`src/rtl/ovl_pkg.sv`:
```
`timescale 1ns/1ps
package ovl_pkg;

  localparam int unsigned SR_W  = 10;
  localparam int unsigned CNT_W = 10;
  localparam int unsigned SEL_W = 2;

  typedef enum logic [SEL_W-1:0] {
    OVL_OFF   = 2'd0,
    OVL_S63   = 2'd1,
    OVL_S511  = 2'd2,
    OVL_S1023 = 2'd3
  } ovl_sel_e;

  // register order (degree) used by a mode
  function automatic int unsigned sr_order(ovl_sel_e m);
    case (m)
      OVL_S63:  return 6;
      OVL_S511: return 9;
      default:  return SR_W;
    endcase
  endfunction

  // sequence period 2^n - 1
  function automatic logic [CNT_W-1:0] seq_period(ovl_sel_e m);
    return CNT_W'((1 << sr_order(m)) - 1);
  endfunction

  // mask of the bits that take part in the sequence
  function automatic logic [SR_W-1:0] seed_mask(ovl_sel_e m);
    return SR_W'((1 << sr_order(m)) - 1);
  endfunction

  // new bit: taps at n-2, n-3, n-5 and 0 relative to the oldest bit
  function automatic logic fb_bit(logic [SR_W-1:0] s, ovl_sel_e m);
    int unsigned n;
    n = sr_order(m);
    return s[n-2] ^ s[n-3] ^ s[n-5] ^ s[0];
  endfunction

  // one step: bits below n-1 shift down, bit n-1 takes feedback, upper bits hold
  function automatic logic [SR_W-1:0] sr_advance(logic [SR_W-1:0] s, ovl_sel_e m);
    logic [SR_W-1:0] r;
    logic [SR_W-1:0] sh;
    int unsigned     n;
    n  = sr_order(m);
    sh = s >> 1;
    r  = s;
    for (int unsigned i = 0; i < SR_W; i++) begin
      if (i + 1 < n)       r[i] = sh[i];
      else if (i + 1 == n) r[i] = fb_bit(s, m);
    end
    return r;
  endfunction

endpackage

```
`src/rtl/ovl_mode_reg.sv`:
```
`timescale 1ns/1ps
module ovl_mode_reg
  import ovl_pkg::*;
(
  input  logic             clk,
  input  logic             rst_n,
  input  logic             load,
  input  logic [SEL_W-1:0] sel_in,
  output ovl_sel_e         mode_q
);

  always_ff @(posedge clk or negedge rst_n) begin
    if (!rst_n)    mode_q <= OVL_OFF;
    else if (load) mode_q <= ovl_sel_e'(sel_in);
  end


  mode_hold_chk: assert property (@(posedge clk) disable iff (!rst_n)
    !load |=> $stable(mode_q));


  mode_load_chk: assert property (@(posedge clk) disable iff (!rst_n)
    load |=> (mode_q == ovl_sel_e'($past(sel_in))));

endmodule

```
`src/rtl/ovl_lfsr.sv`:
```
`timescale 1ns/1ps
module ovl_lfsr
  import ovl_pkg::*;
(
  input  logic     clk,
  input  logic     rst_n,
  input  logic     restart,
  input  logic     advance,
  input  ovl_sel_e mode,
  output logic     ovl_bit
);

  localparam logic [SR_W-1:0] SEED = {SR_W{1'b1}};

  logic [SR_W-1:0] state_q;
  logic [SR_W-1:0] state_nxt;
  logic [SR_W-1:0] active_bits;

  assign state_nxt   = sr_advance(state_q, mode);
  assign ovl_bit     = state_q[0];
  assign active_bits = state_q & seed_mask(mode);

  always_ff @(posedge clk or negedge rst_n) begin
    if (!rst_n)       state_q <= SEED;
    else if (restart) state_q <= SEED;
    else if (advance) state_q <= state_nxt;
  end

  // step counter kept for the period assertion
  logic [CNT_W-1:0] step_cnt_q;
  logic             period_wrap;

  assign period_wrap = advance && (step_cnt_q == seq_period(mode) - 1'b1);

  always_ff @(posedge clk or negedge rst_n) begin
    if (!rst_n)           step_cnt_q <= '0;
    else if (restart)     step_cnt_q <= '0;
    else if (period_wrap) step_cnt_q <= '0;
    else if (advance)     step_cnt_q <= step_cnt_q + 1'b1;
  end


  seed_reload_chk: assert property (@(posedge clk) disable iff (!rst_n)
    restart |=> (state_q == SEED));


  idle_hold_chk: assert property (@(posedge clk) disable iff (!rst_n)
    (!restart && !advance) |=> $stable(state_q));


  step_moves_chk: assert property (@(posedge clk) disable iff (!rst_n)
    (!restart && advance) |=> (state_q != $past(state_q)));


  no_lockup_chk: assert property (@(posedge clk) disable iff (!rst_n)
    active_bits != '0);


  period_return_chk: assert property (@(posedge clk) disable iff (!rst_n)
    (period_wrap && !restart) |=> (active_bits == seed_mask(mode)));

endmodule

```
`src/rtl/ovl_mixer.sv`:
```
`timescale 1ns/1ps
module ovl_mixer #(
  parameter int unsigned LANES = 2
) (
  input  logic             en,
  input  logic             ovl_bit,
  input  logic [LANES-1:0] din,
  output logic [LANES-1:0] dout
);

  logic eff_bit;
  assign eff_bit = en & ovl_bit;

  for (genvar g = 0; g < LANES; g++) begin : g_lane
    assign dout[g] = din[g] ^ eff_bit;
  end

endmodule

```
`src/rtl/mseq_overlay.sv`:
```
`timescale 1ns/1ps
module mseq_overlay
  import ovl_pkg::*;
(
  input  logic             clk,
  input  logic             rst_n,
  input  logic             burst_start,
  input  logic             sym_stb,
  input  logic [SEL_W-1:0] sel,
  input  logic             din_i,
  input  logic             din_q,
  output logic             dout_i,
  output logic             dout_q
);

  localparam int unsigned LANES = 2;

  ovl_sel_e         mode_w;
  logic             step_w;
  logic             ovl_bit_w;
  logic             ovl_en_w;
  logic [LANES-1:0] din_w;
  logic [LANES-1:0] dout_w;

  assign step_w   = sym_stb & ~burst_start;
  assign ovl_en_w = (mode_w != OVL_OFF);
  assign din_w    = {din_q, din_i};
  assign dout_i   = dout_w[0];
  assign dout_q   = dout_w[1];

  ovl_mode_reg u_mode (
    .clk    (clk),
    .rst_n  (rst_n),
    .load   (burst_start),
    .sel_in (sel),
    .mode_q (mode_w)
  );

  ovl_lfsr u_lfsr (
    .clk     (clk),
    .rst_n   (rst_n),
    .restart (burst_start),
    .advance (step_w),
    .mode    (mode_w),
    .ovl_bit (ovl_bit_w)
  );

  ovl_mixer #(.LANES(LANES)) u_mix (
    .en      (ovl_en_w),
    .ovl_bit (ovl_bit_w),
    .din     (din_w),
    .dout    (dout_w)
  );


  lane_match_chk: assert property (@(posedge clk) disable iff (!rst_n)
    (dout_i ^ dout_q) == (din_i ^ din_q));


  off_pass_chk: assert property (@(posedge clk) disable iff (!rst_n)
    (mode_w == OVL_OFF) |-> (dout_i == din_i && dout_q == din_q));

endmodule

```
`config.mk`:
```
export PLATFORM = sky130hd
export DESIGN_NAME = mseq_overlay
export DESIGN_NICKNAME = d
export VERILOG_FILES = /design/src/rtl/ovl_pkg.sv /design/src/rtl/ovl_mode_reg.sv /design/src/rtl/ovl_lfsr.sv /design/src/rtl/ovl_mixer.sv /design/src/rtl/mseq_overlay.sv
export SDC_FILE = /design/constraint.sdc
export NUM_CORES = 1
export LEC_CHECK = 0
export ABC_AREA = 0
export CAP_MARGIN = 25
export CORE_ASPECT_RATIO = 0.9
export CORE_MARGIN = 1
export CORE_UTILIZATION = 50
export DETAILED_ROUTE_END_ITERATION = 6
export GPL_ROUTABILITY_DRIVEN = 1
export PLACE_DENSITY = 0.8
export SLEW_MARGIN = 20
export SYNTH_ARGS = -nofsm -noshare
export SYNTH_HDL_FRONTEND = slang
export SYNTH_SLANG_ARGS = --single-unit
```
`constraint.sdc`:
```
create_clock -name clk -period 2 [get_ports clk]
set_input_delay 0.4 -clock clk [delete_from_list [all_inputs] [get_ports clk]]
set_output_delay 0.4 -clock clk [all_outputs]
set_load 0.05 [all_outputs]
```
=== After elaboration in Yosys (flattened, before gate mapping) ===
Cells that the tools add are included.

* Word-level logic and storage cells: 253
* Register bits after elaboration: 12
* Bits of input ports: 8
* Output and inout port bits: 2

* Bitwise logic cells: 35
* Add/sub/neg operators: 30
* Equal/unequal tests: 12
* Multiplexer cells: 103
* $lt $le $gt $ge: 40
* Reduce and logical (&&, ||, !) cells: 22

{| class="wikitable"
|+ Operator list
! operator !! number
|-
| $lt 32x5->1 const B || 30
|-
| $mux 32 || 20
|-
| $sub 32x2->32 const B || 20
|-
| $sub 32x3->32 const B || 10
|-
| $bmux 1 s4 || 30
|-
| $mux 1 || 50
|-
| $xor 1x1->1 || 32
|-
| $reduce_bool 3->1 || 10
|-
| $mux 10 || 2
|-
| $reduce_and 2->1 || 10
|-
| $eq 3x4->1 const A || 4
|-
| $lt 3x4->1 const A || 4
|-
| $eq 4x4->1 const A || 3
|-
| $lt 4x4->1 const A || 3
|-
| $eq 2x4->1 const A || 2
|-
| $lt 2x4->1 const A || 2
|-
| $pmux 4 s2 || 1
|-
| $eq 1x4->1 const A || 1
|-
| $lt 1x4->1 const A || 1
|-
| $reduce_bool 2->1 || 2
|-
| $and 1x1->1 || 2
|-
| $eq 2x1->1 const B || 1
|-
| $eq 2x2->1 const B || 1
|-
| $not 1->1 || 1
|}

=== Longest topological paths before layout ===
Gate-level depths: netlist of run 1.

* Word-level depth: 15
* Mapped depth: 8
* Depth with buffers taken out: 7

=== By module ===
From an unflattened synthesis of run 1, not the netlist that was laid out.

* Cells, all modules: 92
* Area total of the unflattened synthesis: 873.3 µm²

{| class="wikitable"
|+ Modules (own cells, without submodules)
! module !! cells an instance !! sequential area each (µm²) !! instances !! area an instance (µm²)
|-
| ovl_lfsr || 83 || 262.8 || 1 || 764.5
|-
| ovl_mode_reg || 4 || 50.0 || 1 || 72.6
|-
| ovl_mixer || 3 || 0.0 || 1 || 23.8
|-
| mseq_overlay || 2 || 0.0 || 1 || 12.5
|}

=== Worst setup path before layout of run 1 ===
No wires, ideal clock.

* Kind: flip-flop to flip-flop
* Start: register u_mode.mode_q[1]
* End: register u_lfsr.state_q[5]
* Path buffers: 1
* Cell stages (with the launch flop): 9
* Path slack: -0.080 ns
* Data required time: 1.919 ns
* Arrival time: 1.999 ns
* Setup time: 0.081 ns
* Cells stage by stage: dfrtp_1 -> inv_1 -> ha_1 -> buf_6 -> mux2i_1 -> mux2_4 -> o211a_4 -> or2_4 -> o221a_1

* Longest elaborated chain between the ends: 14
* Elaborated cells on any way between the ends: 25
* Those cells by class: 3 x add/sub; 1 x order compare; 3 x eq/ne; 13 x mux; 3 x bitwise; 2 x reduce/logical

{| class="wikitable"
|+ Ends and longest elaborated chain
! item !! RTL line !! source
|-
| start: declaration || ovl_mode_reg.sv:9 || <nowiki>output ovl_sel_e mode_q</nowiki>
|-
| start signal: assignment || ovl_mode_reg.sv:14 || <nowiki>else if (load) mode_q <= ovl_sel_e'(sel_in);</nowiki>
|-
| $eq 2x2->1 or $eq 2x1->1 (tied branches) || - ||
|-
| $pmux 4 s2 (*) || ovl_pkg.sv:17 || <nowiki>case (m)</nowiki>
|-
| $mux 32 || ovl_pkg.sv:51 || <nowiki>else if (i + 1 == n) r[i] = fb_bit(s, m);</nowiki>
|-
| $mux 32 || ovl_pkg.sv:50 || <nowiki>if (i + 1 < n) r[i] = sh[i];</nowiki>
|-
| $sub 32x2->32 || ovl_pkg.sv:38 || <nowiki>return s[n-2] ^ s[n-3] ^ s[n-5] ^ s[0];</nowiki>
|-
| $bmux 1 s4 || ovl_pkg.sv:38 ||
|-
| $mux 1 (implied by the code) || ovl_pkg.sv:38 ||
|-
| $xor 1x1->1 (3 in series) || ovl_pkg.sv:38 ||
|-
| $mux 1 || ovl_pkg.sv:51 ||
|-
| $mux 1 || ovl_pkg.sv:50 ||
|-
| $mux 10 || ovl_lfsr.sv:26 || <nowiki>else if (advance) state_q <= state_nxt;</nowiki>
|-
| $mux 10 || ovl_lfsr.sv:25 || <nowiki>else if (restart) state_q <= SEED;</nowiki>
|-
| end signal: assignment || ovl_lfsr.sv:26 ||
|-
| end: declaration || ovl_lfsr.sv:15 || <nowiki>logic [SR_W-1:0] state_q;</nowiki>
|}

Mark *: on every way between the ends. The rest lies on a longest branch, timed or not. The select of a mux whose other input is x is not followed.
A chain may end at the register's enable or synchronous reset.

=== Worst setup path after layout of run 1 ===
* Start: register u_mode.mode_q[0]
* End: register u_lfsr.state_q[5]

The elaborated chain is that of the path after synthesis.

==> metrics.txt, run 1 <==
run status complete, but fails checks; failing checks setup timing; critical path's largest stage delay 0.45 ns; crit path capture type flop; Via-to-Cell Ratio 6.60; Mapped Nets 124; setup violators final 4; CP arrival 2.31 ns; Detailed Routing Iterations Pass 1 4; Max IR drop VDD 586 uV; crit path time final 2.11 ns; Core Area 0.00177 mm2; Area Overhead vs Synth 52.3%; Num CTS Buffers 3; Netlist cell types 40; Critical Path Slowest Stage Cell dfrtp_2; Gate Count Post-Synth 111; Synth Warn # 0; slew margin rel. 63.3%; CTS tree yes; Ports 10; final worst path period share 105%; die footprint 0.00218 mm2; Crit Path Max Fanout 5; register area share after synthesis 31.3%; Ant. Diodes 0; Post-Place Cells 152; vias after detailed routing 1049; initial antenna violation count 0; Root Driver clkbuf_4; mapped cell area 998 um2; most common cell after layout, fill and taps aside buf_4; first-pass GRT wire length 4800 um; H-tree depth 1; share of layout cells above drive strength 1 49.6%; Initial Utilization 56.4%; row count 14; RSZ-0062 raised after global routing yes; Die W 49.1 um; Max Fclk 474 MHz; largest net degree at the start of global routing 15; wire per inst 21.4 um; clock latency on the worst-skew pair 0.27 ns; final instance area 0.00152 mm2; Lkg Pwr 0.576 nW; min-delay worst type in2async; DP Area 0.00122 mm2; Bufs on Longest Clock Path 2; Hold Worst Slack 0.484 ns; ys flop type dfstp_2; Nets 149; Layout Utilization 85.9%; Synth Area per Inst 9.00 um2; final slew viol count 0; PwrDens 663 mW/mm2; CP Class reg2reg; Buffers on Ports 9; Detail Route Antenna Nets 0; Clock Skew 0.00523 ns; vias in the first global route 1017; synthesized flop and latch total 12; Final Non-Filler Cells 159; Post-synth EDFFs 0; DPL Wire Length 1760 um; Remaining DRCs 0; crit-path leading delay family compound AO/OA/AOI/OAI gates; Clk pin slew, worst setup/hold paths 0.08 ns; Die Y 44.4 um; GRT Total Usage 29.9%; number of DRC violations after detailed-routing iteration 0 54; Async SR Flop Fraction 100%; setup TNS -0.359 ns; slew of the pin with the lowest slew margin 0.549 ns; Cell Chain, Critical Path inv_2 > ha_4 > and2b_1 > mux2_4 > o211a_4 > or2_4 > o221a_1; CTS Sinks 12; gr ovfl total 0; WP buf/inv 1; Final WS setup -0.108 ns; max_cap viols 0; Hold Fails Final Rpt 0; WP data required 2.20 ns; Startpoint Class flop; Final Wtd Congestion 0.900; drt total wl 3400 um; most frequent cells in the layout 15 x buf_4, 10 x dfstp_2, 9 x nor2_1
[Yosys cell counts (3+ instances only)]
library cell  count  area share [%]
dfstp_2          10              26
nor2_1           10             3.8
a21oi_1           7             3.5
inv_1             7             2.6
nor2b_1           7             4.4
a211o_1           6             5.3
ha_1              5             6.3
nand2_1           5             1.9
a211oi_1          4             3.0
clkbuf_1          4             1.5
mux2_2            4             4.5
nand2b_1          3             1.9
nor3_1            3             1.5
o21ai_0           3             1.5
[final timing paths]
check / start / end / slack (ns) / cells past startpoint
min in group clk: u_lfsr.state_q[7] / u_lfsr.state_q[7] / 0.59 / 2
max: u_mode.mode_q[0] / u_lfsr.state_q[5] / -0.11 / 7
min reg2reg: u_lfsr.state_q[7] / u_lfsr.state_q[7] / 0.59 / 2
max reg2reg: u_mode.mode_q[0] / u_lfsr.state_q[5] / -0.11 / 7
min: rst_n / u_mode.mode_q[1] / 0.48 / 1
max in group asynchronous: rst_n / u_mode.mode_q[0] / 1.13 / 1
[what timing repair did]
item | in CTS | in global routing
setup buffers | 3 | 0
resized for setup | 31 | 9
pin swaps | 9 | 9
setup endpoints to repair | 6 | 6
hold buffers | 0 | 0
[logic make-up after synthesis]
| logic type | count (synthesis) | share of synthesized area [%] |
|---|---|---|
| buf+inv | 13 | 5.76 |
| compound gates | 32 | 25.3 |
| mux | 6 | 7.02 |
| fa+ha+maj | 5 | 6.27 |
| xor+xnor | 2 | 1.75 |
| simple gates | 41 | 22.6 |
| flops | 12 | 31.3 |
[final cells by class]
type	count	area [um2]
Clock buffer	4	36.3
Fill cell	90	249
Inverter	7	26.3
Multi-Input combinational cell	86	868
Sequential cell	12	314
Tap cell	24	30.0
Timing Repair Buffer	26	245
[sequential cells by signal, summed over array words and instances, names as in the netlist]
name            cells
u_lfsr.state_q     10
u_mode.mode_q       2
[metal layers]
layer | routed length (um) | GRT usage [%] | up-vias
met4 | 108 | 20.6 | 0
met3 | 182 | 2.75 | 17
met2 | 1750 | 52.9 | 62
met5 | 0 | 0 | -
li1 | - | - | 451
met1 | 1360 | 34.9 | 519
[power by group]
group	internal, mW	switching (mW)
registers	0.278	0.0296
clock network	0.111	0.0841
logic	0.244	0.261
[through the flow]
| step | worst slack (ns) | power, mW |
|---|---|---|
| after floorplan | -0.0296 | 0.519 |
| after global placement | -0.181 | 0.648 |
| after detailed placement | -0.186 | 0.656 |
| after CTS | -0.0379 | 0.941 |
| after global routing | -0.152 | 1.04 |
| final | -0.108 | 1.01 |
Note: power is estimated with default switching activity, not from simulation.
==> run 2, diff against run 1 <==
--- a/config.mk
+++ b/config.mk
@@ -9,11 +9,12 @@
 export CAP_MARGIN = 25
 export CORE_ASPECT_RATIO = 0.9
 export CORE_MARGIN = 1
-export CORE_UTILIZATION = 50
+export CORE_UTILIZATION = 48
 export DETAILED_ROUTE_END_ITERATION = 6
 export GPL_ROUTABILITY_DRIVEN = 1
-export PLACE_DENSITY = 0.8
+export PLACE_DENSITY = 0.79
 export SLEW_MARGIN = 20
 export SYNTH_ARGS = -nofsm -noshare
 export SYNTH_HDL_FRONTEND = slang
+export SYNTH_HIERARCHICAL = 1
 export SYNTH_SLANG_ARGS = --single-unit
==> run 2 against run 1 <==
Net effect: the run still ends with setup timing left; sequential power is 6% lower; clock power increased by 5%; fmax is 4.2% higher; critical path type unchanged; largest cell class unchanged.
==> metrics.txt, run 2 <==
run status complete, but fails checks; failing checks setup timing; Lkg Pwr 0.494 nW (-14%); largest cells by area after synthesis dfstp_2 30%, dfrtp_1 5.7%, ha_1 5.7%; Area Overhead vs Synth 43.6%; CP arrival 2.23 ns (-0.08 ns); synthesized flop and latch total 12 (unchanged); Detail Route Antenna Nets 0 (unchanged); Async SR Flop Fraction 100% (unchanged); Netlist cell types 35 (-13%); clock latency on the worst-skew pair 0.29 ns (+0.02 ns); area leader, netlist dfstp_2; Ports 10 (unchanged); min-delay worst type in2async; max_cap viols 0 (unchanged); Final Wtd Congestion 0.796 (-12%); Initial Utilization 51.9% (-4.5 points); most common cell after layout, fill and taps aside dfstp_2; critical path's largest stage delay 0.44 ns (about the same); Nets 125 (-16%); Remaining DRCs 0 (unchanged); WP data required 2.21 ns (about the same); CTS tree yes; R2R Path Start u_mode/mode_q[0]; number of DRC violations after detailed-routing iteration 0 15 (-72%); Die Y 42.5 um (-4.3%); r2r setup slk -0.02 ns (+0.09 ns); vias in the first global route 721 (-29%); setup TNS -0.0228 ns (+0.336 ns); final instance area 0.00125 mm2 (-18%); DP Area 0.00105 mm2 (-14%); worst r2r path cells 7 (unchanged); Layout Utilization 74.6% (-11 points); Bufs on Longest Clock Path 2 (unchanged); vias after detailed routing 769 (-27%); crit path time final 2.02 ns (-0.0851 ns); drt total wl 2280 um (-33%); Multi-input gate area 644 um2 (-26%); WP buf/inv 1 (unchanged); Max IR drop VDD 484 uV (-17%); Clk pin slew, worst setup/hold paths 0.09 ns (about the same); Largest register FFs 10 (unchanged); crit path capture type flop; FF-to-FF End u_lfsr/state_q[9]; Synth top cells by count 10 x dfstp_2, 8 x nor2_1, 7 x nor2b_1; Max Fclk 494 MHz (+4.2%); Post-Place Cells 129 (-15%); CP Class reg2reg; Cell Chain, Critical Path buf_6 > ha_4 > or3b_4 > a21oi_2 > o22ai_2 > xor3_2 > o31ai_2; Hold Fails Final Rpt 0 (unchanged); slew margin rel. 62.2% (-1.2 points); Crit Path Max Fanout 5 (unchanged); GRT Total Usage 24.4% (-5.5 points); ys flop type dfstp_2; Largest regs u_lfsr/state_q (10), u_mode/mode_q (2); initial antenna violation count 0 (unchanged); Mapped Nets 104 (-16%); Detailed Routing Iterations Pass 1 4 (unchanged); CTS Sinks 12 (unchanged); top cell type's share of synthesized area 30.1% (+3.8 points); PwrDens 695 mW/mm2 (+5.0%); Core Area 0.00168 mm2 (-5.0%); register area share after synthesis 35.8% (+4.5 points); RSZ-0062 raised after global routing yes; wire per inst 16.8 um (-22%); die footprint 0.00199 mm2 (-8.5%); Reg area 314 um2 (unchanged); setup violators final 1 (-3); Ant. Diodes 0 (unchanged); gr ovfl total 0 (unchanged); slew of the pin with the lowest slew margin 0.566 ns (+0.0172 ns); DPL Wire Length 1360 um (-23%); Startpoint Class flop; Largest Register u_lfsr/state_q; row count 14 (unchanged); share of layout cells above drive strength 1 48.2% (-1.4 points); Synth Warn # 6 (+6); Critical Path Slowest Stage Cell dfrtp_2; Buffers on Ports 9 (unchanged); Num CTS Buffers 3 (unchanged); Final WS setup -0.0228 ns (+0.0851 ns); most frequent cells in the layout 10 x dfstp_2, 9 x buf_4, 8 x nor2_1; Clock Skew 0.00771 ns (+0.00248 ns); Die W 47.0 um (-4.4%); Final Non-Filler Cells 136 (-14%); crit-path leading delay family compound AO/OA/AOI/OAI gates; largest net degree at the start of global routing 19 (+4); fillers 119 (+32%); Root Driver clkbuf_4; mapped cell area 873 um2 (-13%); Via-to-Cell Ratio 5.65 (-14%); Post-synth EDFFs 0 (unchanged); Gate Count Post-Synth 92 (-17%); final slew viol count 0 (unchanged); final worst path period share 101% (-4.3 points); first-pass GRT wire length 3340 um (-30%); most common cell in the synthesized netlist dfstp_2; Post-CTS Hold Buffers 0 (unchanged); H-tree depth 1 (unchanged); Synth Area per Inst 9.49 um2 (+5.5%)
==> run 2: stage by stage <==
stage / hold slack (ns) / setup WS [ns] / total power [mW]
finish: 0.472 / -0.0228 / 0.872
detailed placement: 0.552 / -0.0434 / 0.585
global placement: 0.539 / 0.0174 / 0.575
global route: 0.515 / -0.0842 / 0.912
CTS: 0.490 / -0.0419 / 0.809
floorplan: 0.104 / 0.0961 / 0.479
==> run 2: worst max path at each step <==
stage                   endpoint  depth (start not counted)  slack [ns]             start
2_1_floorplan  u_lfsr/state_q[9]                          7         0.1  u_mode/mode_q[0]
3_3_place_gp   u_lfsr/state_q[9]                          7        0.02  u_mode/mode_q[0]
3_5_place_dp   u_lfsr/state_q[9]                          7       -0.04  u_mode/mode_q[0]
4_1_cts                   dout_i                          6       -0.04  u_mode/mode_q[1]
5_1_grt        u_lfsr/state_q[9]                          7       -0.08  u_mode/mode_q[0]
6_report       u_lfsr/state_q[9]                          7       -0.02  u_mode/mode_q[0]
==> run 2: worst reg2reg max path: stages, from the launching register on <==
cell and delay, ns:
dfrtp_2 0.44, buf_6 0.14, ha_4 0.17, or3b_4 0.37, a21oi_2 0.17, o22ai_2 0.10, xor3_2 0.32, o31ai_2 0.24
==> run 2: final cells by class <==
cell class,instances,area share (%)
inverters,4,1.40
repair buffers,21,16.9
well taps,24,2.40
multi-input cells,71,51.4
clock buffers,4,2.89
flip-flops and latches,12,25.0
==> run 2: what timing repair did <==
action / CTS / global route
pin swaps: 4 / 11
cloned: 0 / 0
resized for setup: 8 / 19
setup endpoints to repair: 5 / 7
buffers inserted: 1 / 2
==> run 2: per-layer routing <==
layer	vias to the layer above	global-route usage, %	wire, um
li1	370	-	-
met1	380	31.0	944
met5	-	0	0
met4	0	8.57	29
met3	2	3.88	65
met2	17	40.6	1240
==> run 2: power breakdown <==
group	switching, mW	internal [mW]
registers	0.0211	0.270
clock network	0.0931	0.111
logic	0.184	0.193
total	0.298	0.574
==> run 2: cell families after synthesis <==
| group | synth area share (%) |
|---|---|
| simple gates | 20.6 |
| flops | 35.8 |
| xor+xnor | 5.87 |
| buf+inv | 4.87 |
| compound gates | 18.8 |
| mux | 8.31 |
| fa+ha+maj | 5.73 |
